File: config.mk
export PLATFORM = sky130hd
export DESIGN_NAME = rdimm_cw_seq
export DESIGN_NICKNAME = d
export VERILOG_FILES = /design/src/rtl/rdimm_cw_pkg.sv /design/src/rtl/rdimm_cw_value.sv /design/src/rtl/rdimm_cw_encode.sv /design/src/rtl/rdimm_cw_seq.sv
export SDC_FILE = /design/constraint.sdc
export NUM_CORES = 1
export LEC_CHECK = 0
export BUFFER_PORTS_ARGS = -buffer_cell sky130_fd_sc_hd__clkbuf_2
export CORE_ASPECT_RATIO = 0.5
export CORE_MARGIN = 1.5
export CORE_UTILIZATION = 47
export DETAILED_ROUTE_END_ITERATION = 10
export PLACE_DENSITY_LB_ADDON = 0.1
export RECOVER_POWER = 25
export SLEW_MARGIN = 20
export SYNTH_ARGS = -nofsm -noshare
export SYNTH_HDL_FRONTEND = slang
export SYNTH_SLANG_ARGS = --single-unit
File: constraint.sdc
create_clock -name clk -period 4.5 [get_ports clk]
set_input_delay 0.9 -clock clk [delete_from_list [all_inputs] [get_ports clk]]
set_output_delay 0.9 -clock clk [all_outputs]
set_load 0.01 [all_outputs]
File: src/rtl/rdimm_cw_pkg.sv
package rdimm_cw_pkg;

    typedef enum logic [3:0] {
        S_IDLE, S_BOOT, S_PLL, S_SCAN, S_MRD, S_ISSUE, S_HOLD, S_STAB, S_DONE
    } seq_state_t;

    localparam logic [3:0] WORD_SPEED = 4'd10;
    localparam logic [3:0] WORD_LAST  = 4'd15;

    // {known, code[2:0]} for a data rate in MT/s
    function automatic logic [3:0] speed_decode(input logic [11:0] mts);
        case (mts)
            12'd800:  speed_decode = 4'b1_000;
            12'd1066: speed_decode = 4'b1_001;
            12'd1333: speed_decode = 4'b1_010;
            12'd1600: speed_decode = 4'b1_011;
            12'd1866: speed_decode = 4'b1_100;
            default:  speed_decode = 4'b0_000;
        endcase
    endfunction

    // step through the initialization word order, hopping the reserved pair
    function automatic logic [3:0] next_word(input logic [3:0] w);
        next_word = (w == 4'd5) ? 4'd8 : w + 4'd1;
    endfunction

endpackage

File: src/rtl/rdimm_cw_value.sv
module rdimm_cw_value #(
    parameter int NUM_DIMM = 4,
    parameter int DIMM_W   = 2
) (
    input  logic [3:0]            word,
    input  logic                  freq_mode,
    input  logic [DIMM_W-1:0]     dimm,
    input  logic [NUM_DIMM-1:0]   dimm_sr,
    input  logic [NUM_DIMM-1:0]   dimm_dr,
    input  logic [NUM_DIMM-1:0]   dimm_qr,
    input  logic [1:0]            pd_mode,
    input  logic [3:0]            vdd_code,
    input  logic [NUM_DIMM*20-1:0] dimm_words,
    input  logic [2:0]            speed_code,
    output logic [3:0]            value
);
    logic [2:0] slot;
    logic [3:0] stored;
    logic       single;
    logic       multi_on_channel;

    assign single           = dimm_sr[dimm];
    assign multi_on_channel = (|dimm_dr) || (|dimm_qr);

    always_comb begin
        slot = 3'd0;
        if (word == 4'd8)                       slot = 3'd4;
        else if (word >= 4'd2 && word <= 4'd5)  slot = 3'(word - 4'd2);
    end

    assign stored = dimm_words[(int'(dimm) * 5 + int'(slot)) * 4 +: 4];

    always_comb begin
        value = 4'h0;
        if (freq_mode) begin
            value = {1'b0, speed_code};
        end else begin
            unique case (word)
                4'd0:                    value = 4'h2;
                4'd1:                    value = single ? 4'hC : 4'h0;
                4'd2, 4'd3, 4'd4, 4'd5,
                4'd8:                    value = stored;
                4'd9:                    value = (pd_mode == 2'd1 && single && multi_on_channel)
                                                 ? 4'h9 : 4'hD;
                4'd11:                   value = vdd_code;
                default:                 value = 4'h0;
            endcase
        end
    end
endmodule

File: src/rtl/rdimm_cw_encode.sv
module rdimm_cw_encode #(
    parameter int ADDR_W = 16
) (
    input  logic [3:0]        word,
    input  logic [3:0]        value,
    output logic [2:0]        bank,
    output logic [ADDR_W-1:0] addr
);
    assign bank = {word[3], value[3:2]};
    assign addr = ADDR_W'({value[1:0], word[2:0]});
endmodule

File: src/rtl/rdimm_cw_seq.sv
module rdimm_cw_seq
    import rdimm_cw_pkg::*;
#(
    parameter int NUM_CS  = 8,
    parameter int ADDR_W  = 16,
    parameter int T_START = 8,
    parameter int T_PLL   = 6,
    parameter int T_MRD   = 8,
    parameter int T_STAB  = 6
) (
    input  logic                      clk,
    input  logic                      rst_n,
    input  logic                      start_init,
    input  logic                      start_freq,
    input  logic [NUM_CS-1:0]         cs_present,
    input  logic [NUM_CS/2-1:0]       dimm_sr,
    input  logic [NUM_CS/2-1:0]       dimm_dr,
    input  logic [NUM_CS/2-1:0]       dimm_qr,
    input  logic [1:0]                pd_mode,
    input  logic [3:0]                vdd_code,
    input  logic [11:0]               speed_grade,
    input  logic [NUM_CS/2*20-1:0]    dimm_words,
    input  logic                      issuer_clr,
    output logic                      busy,
    output logic                      done,
    output logic                      speed_err,
    output logic [$clog2(NUM_CS)-1:0] cs_sel,
    output logic [NUM_CS-1:0]         cs_mask,
    output logic [2:0]                bank,
    output logic [ADDR_W-1:0]         addr,
    output logic                      send_flag
);
    localparam int NUM_PAIRS = NUM_CS / 2;
    localparam int PAIR_W    = $clog2(NUM_PAIRS + 1);
    localparam int DIMM_W    = $clog2(NUM_PAIRS);
    localparam int CS_W      = $clog2(NUM_CS);
    localparam int T_A       = (T_START > T_PLL) ? T_START : T_PLL;
    localparam int T_B       = (T_MRD > T_STAB) ? T_MRD : T_STAB;
    localparam int T_MAX     = (T_A > T_B) ? T_A : T_B;
    localparam int CNT_W     = $clog2(T_MAX + 1);

    seq_state_t        state_q, state_d;
    logic [CNT_W-1:0]  cnt_q;
    logic [PAIR_W-1:0] pair_q;
    logic [3:0]        word_q;
    logic              freq_q;
    logic [NUM_PAIRS:0] pair_occ;
    logic [3:0]        spd;
    logic              speed_ok, cnt_zero, pair_end;
    logic [3:0]        cw_value;
    logic [2:0]        enc_bank;
    logic [ADDR_W-1:0] enc_addr;

    genvar gi;
    generate
        for (gi = 0; gi < NUM_PAIRS; gi++) begin : g_occ
            assign pair_occ[gi] = |cs_present[2*gi +: 2];
        end
    endgenerate
    assign pair_occ[NUM_PAIRS] = 1'b0;

    assign spd      = speed_decode(speed_grade);
    assign speed_ok = spd[3];
    assign cnt_zero = (cnt_q == '0);
    assign pair_end = (pair_q == PAIR_W'(NUM_PAIRS));

    rdimm_cw_value #(.NUM_DIMM(NUM_PAIRS), .DIMM_W(DIMM_W)) u_value (
        .word(word_q), .freq_mode(freq_q), .dimm(pair_q[DIMM_W-1:0]),
        .dimm_sr(dimm_sr), .dimm_dr(dimm_dr), .dimm_qr(dimm_qr),
        .pd_mode(pd_mode), .vdd_code(vdd_code), .dimm_words(dimm_words),
        .speed_code(spd[2:0]), .value(cw_value)
    );

    rdimm_cw_encode #(.ADDR_W(ADDR_W)) u_encode (
        .word(word_q), .value(cw_value), .bank(enc_bank), .addr(enc_addr)
    );

    // next-state logic
    always_comb begin
        state_d = state_q;
        unique case (state_q)
            S_IDLE:  if (start_init)      state_d = S_BOOT;
                     else if (start_freq) state_d = speed_ok ? S_SCAN : S_DONE;
            S_BOOT:  if (cnt_zero) state_d = S_PLL;
            S_PLL:   if (cnt_zero) state_d = S_SCAN;
            S_SCAN:  if (pair_end)              state_d = freq_q ? S_DONE : S_STAB;
                     else if (pair_occ[pair_q]) state_d = S_MRD;
            S_MRD:   if (cnt_zero) state_d = S_ISSUE;
            S_ISSUE: state_d = S_HOLD;
            S_HOLD:  if (issuer_clr)
                         state_d = (freq_q || word_q == WORD_LAST) ? S_SCAN : S_MRD;
            S_STAB:  if (cnt_zero) state_d = S_DONE;
            S_DONE:  state_d = S_IDLE;
            default: state_d = S_IDLE;
        endcase
    end

    // state register
    always_ff @(posedge clk or negedge rst_n) begin
        if (!rst_n) state_q <= S_IDLE;
        else        state_q <= state_d;
    end

    // counters and registered outputs
    always_ff @(posedge clk or negedge rst_n) begin
        if (!rst_n) begin
            cnt_q     <= '0;
            pair_q    <= '0;
            word_q    <= '0;
            freq_q    <= 1'b0;
            speed_err <= 1'b0;
            cs_sel    <= '0;
            cs_mask   <= '0;
            bank      <= '0;
            addr      <= '0;
            send_flag <= 1'b0;
        end else begin
            unique case (state_q)
                S_IDLE: begin
                    pair_q <= '0;
                    if (start_init) begin
                        freq_q    <= 1'b0;
                        speed_err <= 1'b0;
                        cnt_q     <= CNT_W'(T_START - 1);
                    end else if (start_freq) begin
                        freq_q    <= 1'b1;
                        speed_err <= !speed_ok;
                    end
                end
                S_BOOT: cnt_q <= cnt_zero ? CNT_W'(T_PLL - 1) : cnt_q - 1'b1;
                S_PLL, S_MRD, S_STAB: if (!cnt_zero) cnt_q <= cnt_q - 1'b1;
                S_SCAN: begin
                    if (pair_end) begin
                        cnt_q <= CNT_W'(T_STAB - 1);
                    end else if (pair_occ[pair_q]) begin
                        cs_sel  <= CS_W'({pair_q, 1'b0});
                        cs_mask <= NUM_CS'(2'b11) << {pair_q, 1'b0};
                        word_q  <= freq_q ? WORD_SPEED : 4'd0;
                        cnt_q   <= CNT_W'(T_MRD - 1);
                    end else begin
                        pair_q <= pair_q + 1'b1;
                    end
                end
                S_ISSUE: begin
                    bank      <= enc_bank;
                    addr      <= enc_addr;
                    send_flag <= 1'b1;
                end
                S_HOLD: if (issuer_clr) begin
                    send_flag <= 1'b0;
                    if (freq_q || word_q == WORD_LAST) begin
                        pair_q <= pair_q + 1'b1;
                    end else begin
                        word_q <= next_word(word_q);
                        cnt_q  <= CNT_W'(T_MRD - 1);
                    end
                end
                default: ;
            endcase
        end
    end

    assign busy = (state_q != S_IDLE);
    assign done = (state_q == S_DONE);

    // a pending write keeps its lines until the issuer clears it
    p_flag_hold_r4: assert property (@(posedge clk) disable iff (!rst_n)
        send_flag && !issuer_clr |=> send_flag && $stable(bank) && $stable(addr));

    // the target mask always covers a present chip select
    p_mask_present_r1: assert property (@(posedge clk) disable iff (!rst_n)
        send_flag |-> (cs_mask & cs_present) != '0 && $countones(cs_mask) == 2);

    // reserved words never leave the block
    p_no_reserved_r2: assert property (@(posedge clk) disable iff (!rst_n)
        send_flag |-> {bank[2], addr[2:0]} != 4'd6 && {bank[2], addr[2:0]} != 4'd7);

    // address bits above the packed fields stay clear
    p_addr_high_zero_r3: assert property (@(posedge clk) disable iff (!rst_n)
        send_flag |-> (addr >> 5) == '0);

    // a frequency pass only ever sends the speed word
    p_freq_word_r7: assert property (@(posedge clk) disable iff (!rst_n)
        send_flag && freq_q |-> {bank[2], addr[2:0]} == WORD_SPEED);

    // an unknown speed produces no write
    p_err_quiet_r8: assert property (@(posedge clk) disable iff (!rst_n)
        speed_err |-> !send_flag);

    // done lasts a single cycle
    p_done_pulse_r10: assert property (@(posedge clk) disable iff (!rst_n)
        done |=> !done);
endmodule

==> flow_summary.yaml, run 1 <==
run_status:
  status: "complete, but fails checks"
  violations: "max-capacitance violations, max-slew violations"
synth:
  synth_area_leaders: "dfrtp_1, mux4_2, mux4_1"
  synth_edf_count: 0
  avgSynthCellArea_sq_um: 9.21
  yosysSeqAreaShare_pct: 24.9
  yosysTopAreaCell: "dfrtp_1"
  synthMostInstantiatedCell: "nand2_1"
  synth_commonest_cells: "nand2_1, dfrtp_1, nor2_1"
  ys_ff_latch: 32
  syn_area_sq_mm: 0.00321
  synth_top_area_share_pct: 24.9
  synthArstFlopShare_pct: 100
  synth_ff_type: "dfrtp_1"
  synth_cell_types: 64
  yosysWarnings: 0
  syn_inst: 349
routing:
  num_vias: 3077
  firstDrtPassIters: 4
  drcViolationCount: 0
  drt-initial-drc-count: 200
  routed_wl_mm: 7.97
  ant_nets: 0
  detail_route.wl_per_cell_microns: 14.0
  via_per_inst: 5.41
grt:
  grt_max_degree: 33
  grt_first_pass_wirelength_mm: 12.8
  track_usage_pct: 22.0
  grt_pass1_vias: 2736
  overflow: 0
  antenna_found_initial: 0
cells_and_area:
  syn_to_final_growth_pct: 26.1
  diodes: 0
  final_cells: 569
  drive_gt1_share_pct: 39.0
  layout.nets: 610
timing:
  skew_ns: 0.00445
  max_slew.worst_pin.slew_ns: 1.76
  max_freq_mhz: 295
  rsz0062_at_grt: "no"
  final-max-slew-violation-count: 33
  maxSlewHeadroom_pct: -17.6
  fin_setup_tns_ns: 0
  post-route-min-period_ns: 3.39
  post-route-period-util_pct: 75.4
  setup_viol: 0
  whs_ns: 0.487
  final_hold_viol_count: 0
floorplanning:
  initial_core_util_pct: 48.3
  core_sq_mm: 0.00665
  ios: 157
  num_rows: 21
  die-area_sq_mm: 0.00737
  fp.dieW_microns: 120
  dieHeight_microns: 61.5
power:
  irDropWorstVdd_mv: 0.240
  power.density_mw_per_mm2: 507
  p_leak_nw: 1.91
clocking:
  htree_levels: 2
  cts.path.max_buffers: 2
  cts_tree: "done"
  clk_latency_ns: 0.28
  ctsHoldBuffers: 0
  clock-sinks: 32
  clk_pin_slew_worst_paths_ns: 0.05
  post_cts_resized: 0
  cts_setup_buffers: 0
  root_buffer: "clkbuf_16"
  cts-buffers-inserted: 5
setup_path:
  path_delay_family: "adder cells"
  cp_num_buf_inv: 0
  cpMostUsedCell: "nor3_1"
  slowest_stage: "ha_1"
  startpoint_type: "flip-flop"
  slowest_delay_ns: 0.79
  crit_type: "flip-flop to flip-flop"
  crit_fanout: 20
  end_kind: "flip-flop"
  worstPathArrival_ns: 3.54
  path_cells: "xnor2_1 > nor3_1 > ha_1 > mux4_1 > nor2b_1 > a211oi_1 > a21oi_1 > a221oi_1 > nor3_1"
  required_ns: 4.65
placement:
  gp_congestion: 0.790
  dp.cells: 561
  dp.final_hpwl_mm: 6.42
  portBuffers: 144
run:
  maxCapViolCount: 1
worst_hold_path:
  hold_class: "flip-flop to flip-flop"
kinds of logic after synthesis:
kind of cell | Yosys count | synth area share [%]
simple gates | 127 | 20.6
compound gates | 85 | 18.1
buf+inv | 50 | 8.37
mux | 38 | 22.0
flops | 32 | 24.9
fa+ha+maj | 11 | 4.52
xor+xnor | 5 | 1.36
other cells | 1 | 0.117
worst reg2reg max path, cell delays in order, from the launching register on:
cell and delay, ns:
dfrtp_1 0.71, xnor2_1 0.19, nor3_1 0.08, ha_1 0.79, mux4_1 0.63, nor2b_1 0.14
a211oi_1 0.23, a21oi_1 0.11, a221oi_1 0.32, nor3_1 0.09
sequential cells by signal, indices dropped and copies added (netlist names), 2 cells and up:
signal	flops
addr	5
bank	3
cnt_q	4
cs_mask	4
cs_sel	2
pair_q	3
state_q	4
word_q	4
area by class of cell:
class / instances / area, sq um
Multi-Input combinational cell: 278 / 2180
Inverter: 12 / 45.0
Clock inverter: 2 / 35.0
Timing Repair Buffer: 147 / 742
Sequential cell: 32 / 801
Clock buffer: 6 / 129
Fill cell: 629 / 2600
Tap cell: 92 / 115
through the flow:
step                      total power, mW  worst slack, ns  instance area, sq um  utilization [%]
after global routing                 2.23            0.792                  4050             60.9
final                                2.05             1.11                  4050             60.9
after detailed placement             1.68             1.10                  3890             58.5
after global placement               1.67             1.17                  3890             58.5
after floorplan                      1.42             1.33                  3250                -
after CTS                            2.07             1.08                  4050             61.0
metal layers:
layer / up-vias / share of wire, % / GRT usage (%)
li1: 1548 / - / -
met5: - / 0 / 0
met3: 4 / 4.4 / 4.44
met2: 78 / 49 / 37.6
met4: 0 / 0.34 / 4.42
met1: 1447 / 47 / 29.9
cells in the final DEF, fill, tap and decap left out, types with 3 or more instances in the layout:
cell       count
a211oi_1       4
a21oi_1       19
a221oi_1       3
a31oi_1        6
buf_4          3
clkbuf_16      5
clkbuf_2     143
conb_1        12
dfrtp_1       32
ha_1          10
inv_1         11
mux2_2        10
mux2i_1        6
mux4_1        10
mux4_2        12
nand2_1       39
nand2b_1       6
nand3_1        7
nand4_1        3
nor2_1        27
nor2b_1        3
nor3_1         7
nor3b_1        6
nor4_1         8
o21ai_0       22
o22ai_1        3
o31ai_1        4
or3_1          5
xnor2_1        3
worst paths after layout:
path / start / endpoint / slack (ns) / cells after the start
worst min register to register: bank[2] / bank[2] / 0.49 / 2
min in group asynchronous: rst_n / cs_mask[6] / 1.08 / 1
worst min-delay path: bank[2] / bank[2] / 0.49 / 2
worst max-delay path: word_q[1] / addr[4] / 1.11 / 9
worst max register to register: word_q[1] / addr[4] / 1.11 / 9
max in group asynchronous: rst_n / cs_sel[1] / 2.39 / 1
power by group:
part / internal [mW] / switching, mW / total, mW
Clock: 0.260 / 0.121 / 0.381
Sequential: 0.388 / 0.197 / 0.585
Combinational: 0.537 / 0.552 / 1.09
Total: 1.19 / 0.869 / 2.05
No activity file was read; power rests on OpenSTA's default activity.
==> run 2: changes to the inputs <==
==> constraint.sdc (replaced) <==
create_clock -name clk -period 3.5 [get_ports clk]
set_input_delay 0.7 -clock clk [delete_from_list [all_inputs] [get_ports clk]]
set_output_delay 0.7 -clock clk [all_outputs]
set_load 0.01 [all_outputs]
==> run 2 against run 1 <==
Compared with the run above: the flow still finishes with violations (max-capacitance violations, max-slew violations); clock-buffer cell count stayed put; combinational power up 40%; sequential share of layout area is 0.21 points lower; worst setup slack got worse by 0.72 ns; critical path depth increased by 1; sequential cell count unchanged.
==> flow_summary.yaml, run 2 (same netlist as run 1, synthesis figures left out) <==
run_status:
  status: "complete, but fails checks"
  violations: "max-capacitance violations, max-slew violations"
clocking:
  post_cts_resized: 0
  cts-buffers-inserted: 5
  ctsHoldBuffers: 0
  cts_tree: "done"
  clk_pin_slew_worst_paths_ns: 0.05
  cts.path.max_buffers: 2
  clock-sinks: 32
  htree_levels: 2
  root_buffer: "clkbuf_16"
  cts_setup_buffers: 0
  clk_latency_ns: 0.28
cells_and_area:
  final_common_cell: "clkbuf_2"
  layout.nets: 618
  n_fill_cell: 592
  syn_to_final_growth_pct: 27.4
  largest_reg_flops: 5
  regMostFlops: "addr"
  drive_gt1_share_pct: 39.9
  final_cell_mix: "clkbuf_2, nand2_1, dfrtp_1"
  seqCellArea_sq_um: 801
  diodes: 0
  utilization_pct: 61.6
  multi_input_area_sq_mm: 0.00218
floorplanning:
  die-area_sq_mm: 0.00737
  dieHeight_microns: 61.5
  num_rows: 21
  initial_core_util_pct: 48.3
  core_sq_mm: 0.00665
  ios: 157
  fp.dieW_microns: 120
timing:
  final-max-slew-violation-count: 33
  fin_setup_tns_ns: 0
  rsz0062_at_grt: "no"
  final_hold_viol_count: 0
  setup_viol: 0
  skew_ns: 0.00460
  post-route-min-period_ns: 3.11
  post-route-period-util_pct: 88.8
  maxSlewHeadroom_pct: -15.1
  max_slew.worst_pin.slew_ns: 1.73
  max_freq_mhz: 322
grt:
  grt_max_degree: 33
  overflow: 0
  grt_pass1_vias: 2829
  antenna_found_initial: 0
  track_usage_pct: 22.8
  grt_first_pass_wirelength_mm: 13.2
power:
  p_sw_share_pct: 43.4
  switchingPower_mw: 1.14
  p_leak_nw: 1.94
  power_frac_clock_pct: 15.6
  irDropWorstVdd_mv: 0.266
  p_int_mw: 1.49
  comb_power_share_pct: 58.0
  power_frac_seq_pct: 26.5
  power.total_mw: 2.64
  power.density_mw_per_mm2: 644
setup_path:
  r2r_start: "word_q[1]"
  cp_num_buf_inv: 1
  startpoint_type: "flip-flop"
  path_cells: "xnor2_1 > nor3_1 > ha_1 > fa_1 > buf_12 > mux4_2 > mux2_2 > a211oi_1 > o31ai_1 > a22o_1"
  slowest_delay_ns: 0.57
  path_delay_family: "adder cells"
  crit_fanout: 15
  slowest_stage: "fa_1"
  crit_type: "flip-flop to flip-flop"
  required_ns: 3.66
  end_kind: "flip-flop"
  worstPathArrival_ns: 3.27
  r2r.worst_path.cells: 10
  reg2reg_to: "bank[1]"
  r2r_slack_ns: 0.39
routing:
  routed_wl_mm: 8.36
  detail_route.wl_per_cell_microns: 14.5
  firstDrtPassIters: 4
  ant_nets: 0
  num_vias: 3137
  drcViolationCount: 0
  drt-initial-drc-count: 232
  via_per_inst: 5.45
worst_hold_path:
  hold_start: "bank[2]"
  hold_path_end: "bank[2]"
  holdPathStages: 2
  hold_class: "flip-flop to flip-flop"
placement:
  portBuffers: 144
  gp_congestion: 0.890
  dp.final_hpwl_mm: 6.76
run:
  maxCapViolCount: 1
[run 2: worst min-delay path, stage by stage (launching register included)]
cell     delay (ns)
dfrtp_1        0.34
nand2_1        0.05
o21ai_0        0.06
[run 2: per-layer routing]
layer / wire (microns) / GRT usage [%] / vias to the layer above
li1: - / - / 1566
met1: 3780 / 29.3 / 1477
met2: 4060 / 40.9 / 86
met3: 458 / 4.72 / 8
met4: 65 / 4.76 / 0
met5: 0 / 0 / -
[run 2: worst max path at each step]
| stage | slack, ns | from | cells after the start | endpoint |
|---|---|---|---|---|
| finish | 0.39 | word_q[1] | 10 | bank[1] |
| CTS | 0.39 | word_q[1] | 10 | bank[1] |
| floorplan | 0.33 | word_q[1] | 12 | addr[3] |
| global route | 0.17 | word_q[1] | 10 | bank[0] |
| global placement | 0.48 | word_q[1] | 10 | bank[1] |
| detailed placement | 0.41 | word_q[1] | 10 | bank[1] |
[run 2: layout make-up]
class	count	share of cell area [%]
Clock inverter	1	0.122
Multi-Input combinational cell	278	53.4
Clock buffer	6	3.15
Tap cell	92	2.81
Sequential cell	32	19.6
Inverter	12	1.10
Timing Repair Buffer	155	19.9
[run 2: through the flow]
stage	hold slack [ns]	instances	cell area [sq um]	setup WS [ns]
after floorplan	0.404	360	3250	0.325
after global placement	0.466	569	3960	0.480
after detailed placement	0.473	569	3960	0.410
after CTS	0.484	576	4100	0.393
after global routing	0.500	576	4090	0.170
final	0.484	576	4090	0.392
[run 2: power groups by stage]
stage | Clock [mW] | Sequential [mW] | Combinational (mW)
finish | 0.410 | 0.697 | 1.53
global route | 0.429 | 0.722 | 1.71
CTS | 0.412 | 0.696 | 1.54
detailed placement | 0 | 0.698 | 1.53
global placement | 0 | 0.697 | 1.51
floorplan | 0 | 0.611 | 1.21
==> run 3: changes to the inputs <==
==> constraint.sdc (replaced) <==
create_clock -name clk -period 3.74 [get_ports clk]
set_input_delay 0.748 -clock clk [delete_from_list [all_inputs] [get_ports clk]]
set_output_delay 0.748 -clock clk [all_outputs]
set_load 0.01 [all_outputs]
==> run 3 against run 2 <==
Compared with the run above: the run still ends with max-capacitance violations, max-slew violations left; critical path depth unchanged; maximum frequency down 3.3%; sequential cell count unchanged; first-iteration DRC count down 1.7%; register-to-register slack better by 0.14 ns; final cell count down 0.35%; power down 3.2%; wire length down 0.66%; sequential share of layout area down 0.066 points; critical path type unchanged; largest cell class unchanged.
==> flow_summary.yaml, run 3 (same netlist as run 1, synthesis figures left out) <==
floorplanning:
  die-area_sq_mm: 0.00737
  initial_core_util_pct: 48.3
  num_rows: 21
  core_sq_mm: 0.00665
  fp.dieW_microns: 120
  ios: 157
  dieHeight_microns: 61.5
routing:
  num_vias: 3124
  drcViolationCount: 0
  via_per_inst: 5.44
  detail_route.wl_per_cell_microns: 14.5
  ant_nets: 0
  drt-initial-drc-count: 228
  routed_wl_mm: 8.30
  firstDrtPassIters: 4
setup_path:
  end_kind: "flip-flop"
  cp_num_buf_inv: 1
  worst-path-stages: 10
  crit_end: "bank[1]"
  slowest_stage: "dfrtp_1"
  reg2reg_to: "bank[1]"
  slowest_delay_ns: 0.64
  path_delay_family: "adder cells"
  crit_fanout: 16
  startpoint_type: "flip-flop"
  path_cells: "xnor2_1 > nor3_1 > ha_1 > fa_1 > buf_4 > mux4_2 > mux2_2 > a211oi_1 > o31ai_1 > a22o_1"
  crit_type: "flip-flop to flip-flop"
  worstPathArrival_ns: 3.38
  r2r.worst_path.cells: 10
  r2r_start: "word_q[2]"
  r2r_slack_ns: 0.53
  crit_start: "word_q[2]"
  required_ns: 3.91
power:
  switchingPower_mw: 1.07
  p_sw_share_pct: 41.9
  irDropWorstVdd_mv: 0.250
  power_frac_clock_pct: 19.8
  p_int_mw: 1.48
  power.density_mw_per_mm2: 621
  p_leak_nw: 1.95
  power.total_mw: 2.55
  comb_power_share_pct: 53.5
  power_frac_seq_pct: 26.7
clocking:
  clk_pin_slew_worst_paths_ns: 0.06
  cts-buffers-inserted: 5
  cts_tree: "done"
  cts_setup_buffers: 0
  clock-sinks: 32
  clk_latency_ns: 0.28
  htree_levels: 2
  post_cts_resized: 0
  cts.path.max_buffers: 2
  ctsHoldBuffers: 0
  root_buffer: "clkbuf_16"
grt:
  antenna_found_initial: 0
  track_usage_pct: 23.1
  grt_max_degree: 33
  grt_first_pass_wirelength_mm: 13.4
  overflow: 0
  grt_pass1_vias: 2742
worst_hold_path:
  holdPathStages: 2
  hold_class: "flip-flop to flip-flop"
timing:
  setup_viol: 0
  final-max-slew-violation-count: 33
  post-route-min-period_ns: 3.21
  max_slew.worst_pin.slew_ns: 1.77
  fin_setup_tns_ns: 0
  rsz0062_at_grt: "no"
  maxSlewHeadroom_pct: -17.9
  post-route-period-util_pct: 85.9
  max_freq_mhz: 311
  skew_ns: 0.00315
  final_hold_viol_count: 0
cells_and_area:
  diodes: 0
  layout.nets: 615
  final_common_cell: "clkbuf_2"
  final_cell_mix: "clkbuf_2, nand2_1, dfrtp_1"
  n_fill_cell: 613
  final_cells: 574
  regMostFlops: "addr"
  syn_to_final_growth_pct: 27.8
  drive_gt1_share_pct: 39.8
  largest_reg_flops: 5
placement:
  dp.cells: 566
  gp_congestion: 0.840
  dp.final_hpwl_mm: 6.59
  portBuffers: 144
run_status:
  violations: "max-capacitance violations, max-slew violations"
  status: "complete, but fails checks"
run:
  maxCapViolCount: 1
run 3: worst min path at each step:
stage,slack [ns],from,endpoint
detailed placement,0.48,bank[2],bank[2]
global placement,0.47,bank[2],bank[2]
global route,0.52,cs_sel[1],cs_sel[1]
CTS,0.49,bank[2],bank[2]
finish,0.48,bank[2],bank[2]
floorplan,0.45,rst_n,addr[0]
run 3: final cells by class:
| class | count | area (sq um) | share of cell area (%) |
|---|---|---|---|
| clock buffer | 7 | 153 | 3.72 |
| sequential | 32 | 801 | 19.5 |
| inverter | 12 | 45.0 | 1.10 |
| tap | 92 | 115 | 2.80 |
| multi-input combinational | 278 | 2180 | 53.2 |
| timing repair buffer | 152 | 779 | 19.0 |
| clock inverter | 1 | 30.0 | 0.731 |
run 3: power by group through the flow:
stage,sequential (mW),combinational [mW],clock (mW)
after floorplan,0.571,1.14,0
after global placement,0.681,1.36,0
after detailed placement,0.682,1.37,0
after CTS,0.680,1.38,0.507
after global routing,0.711,1.54,0.529
final,0.681,1.37,0.506
run 3: metal layers:
layer  share of wire (%)  track usage (%)  up-vias
li1                    -                -     1555
met1                  47             31.8     1477
met2                  47             38.5       88
met3                 5.2             4.81        4
met4                0.53             4.93        0
met5                   0                0        -
run 3: through the flow:
| stage | area [sq um] | worst slack, ns | utilization [%] | hold slack (ns) |
|---|---|---|---|---|
| after floorplan | 3250 | 0.565 | - | 0.452 |
| after global placement | 3930 | 0.601 | 59.1 | 0.470 |
| after detailed placement | 3930 | 0.536 | 59.1 | 0.478 |
| after CTS | 4110 | 0.517 | 61.8 | 0.490 |
| after global routing | 4110 | 0.323 | 61.8 | 0.519 |
| final | 4110 | 0.527 | 61.8 | 0.485 |
run 3: worst min-delay path, delay by kind of cell, from the launching register on:
kind / cells / cell delay (ns)
AO/OA/AOI/OAI: 1 / 0.06
flip-flops: 1 / 0.34
AND/OR/NAND/NOR: 1 / 0.04
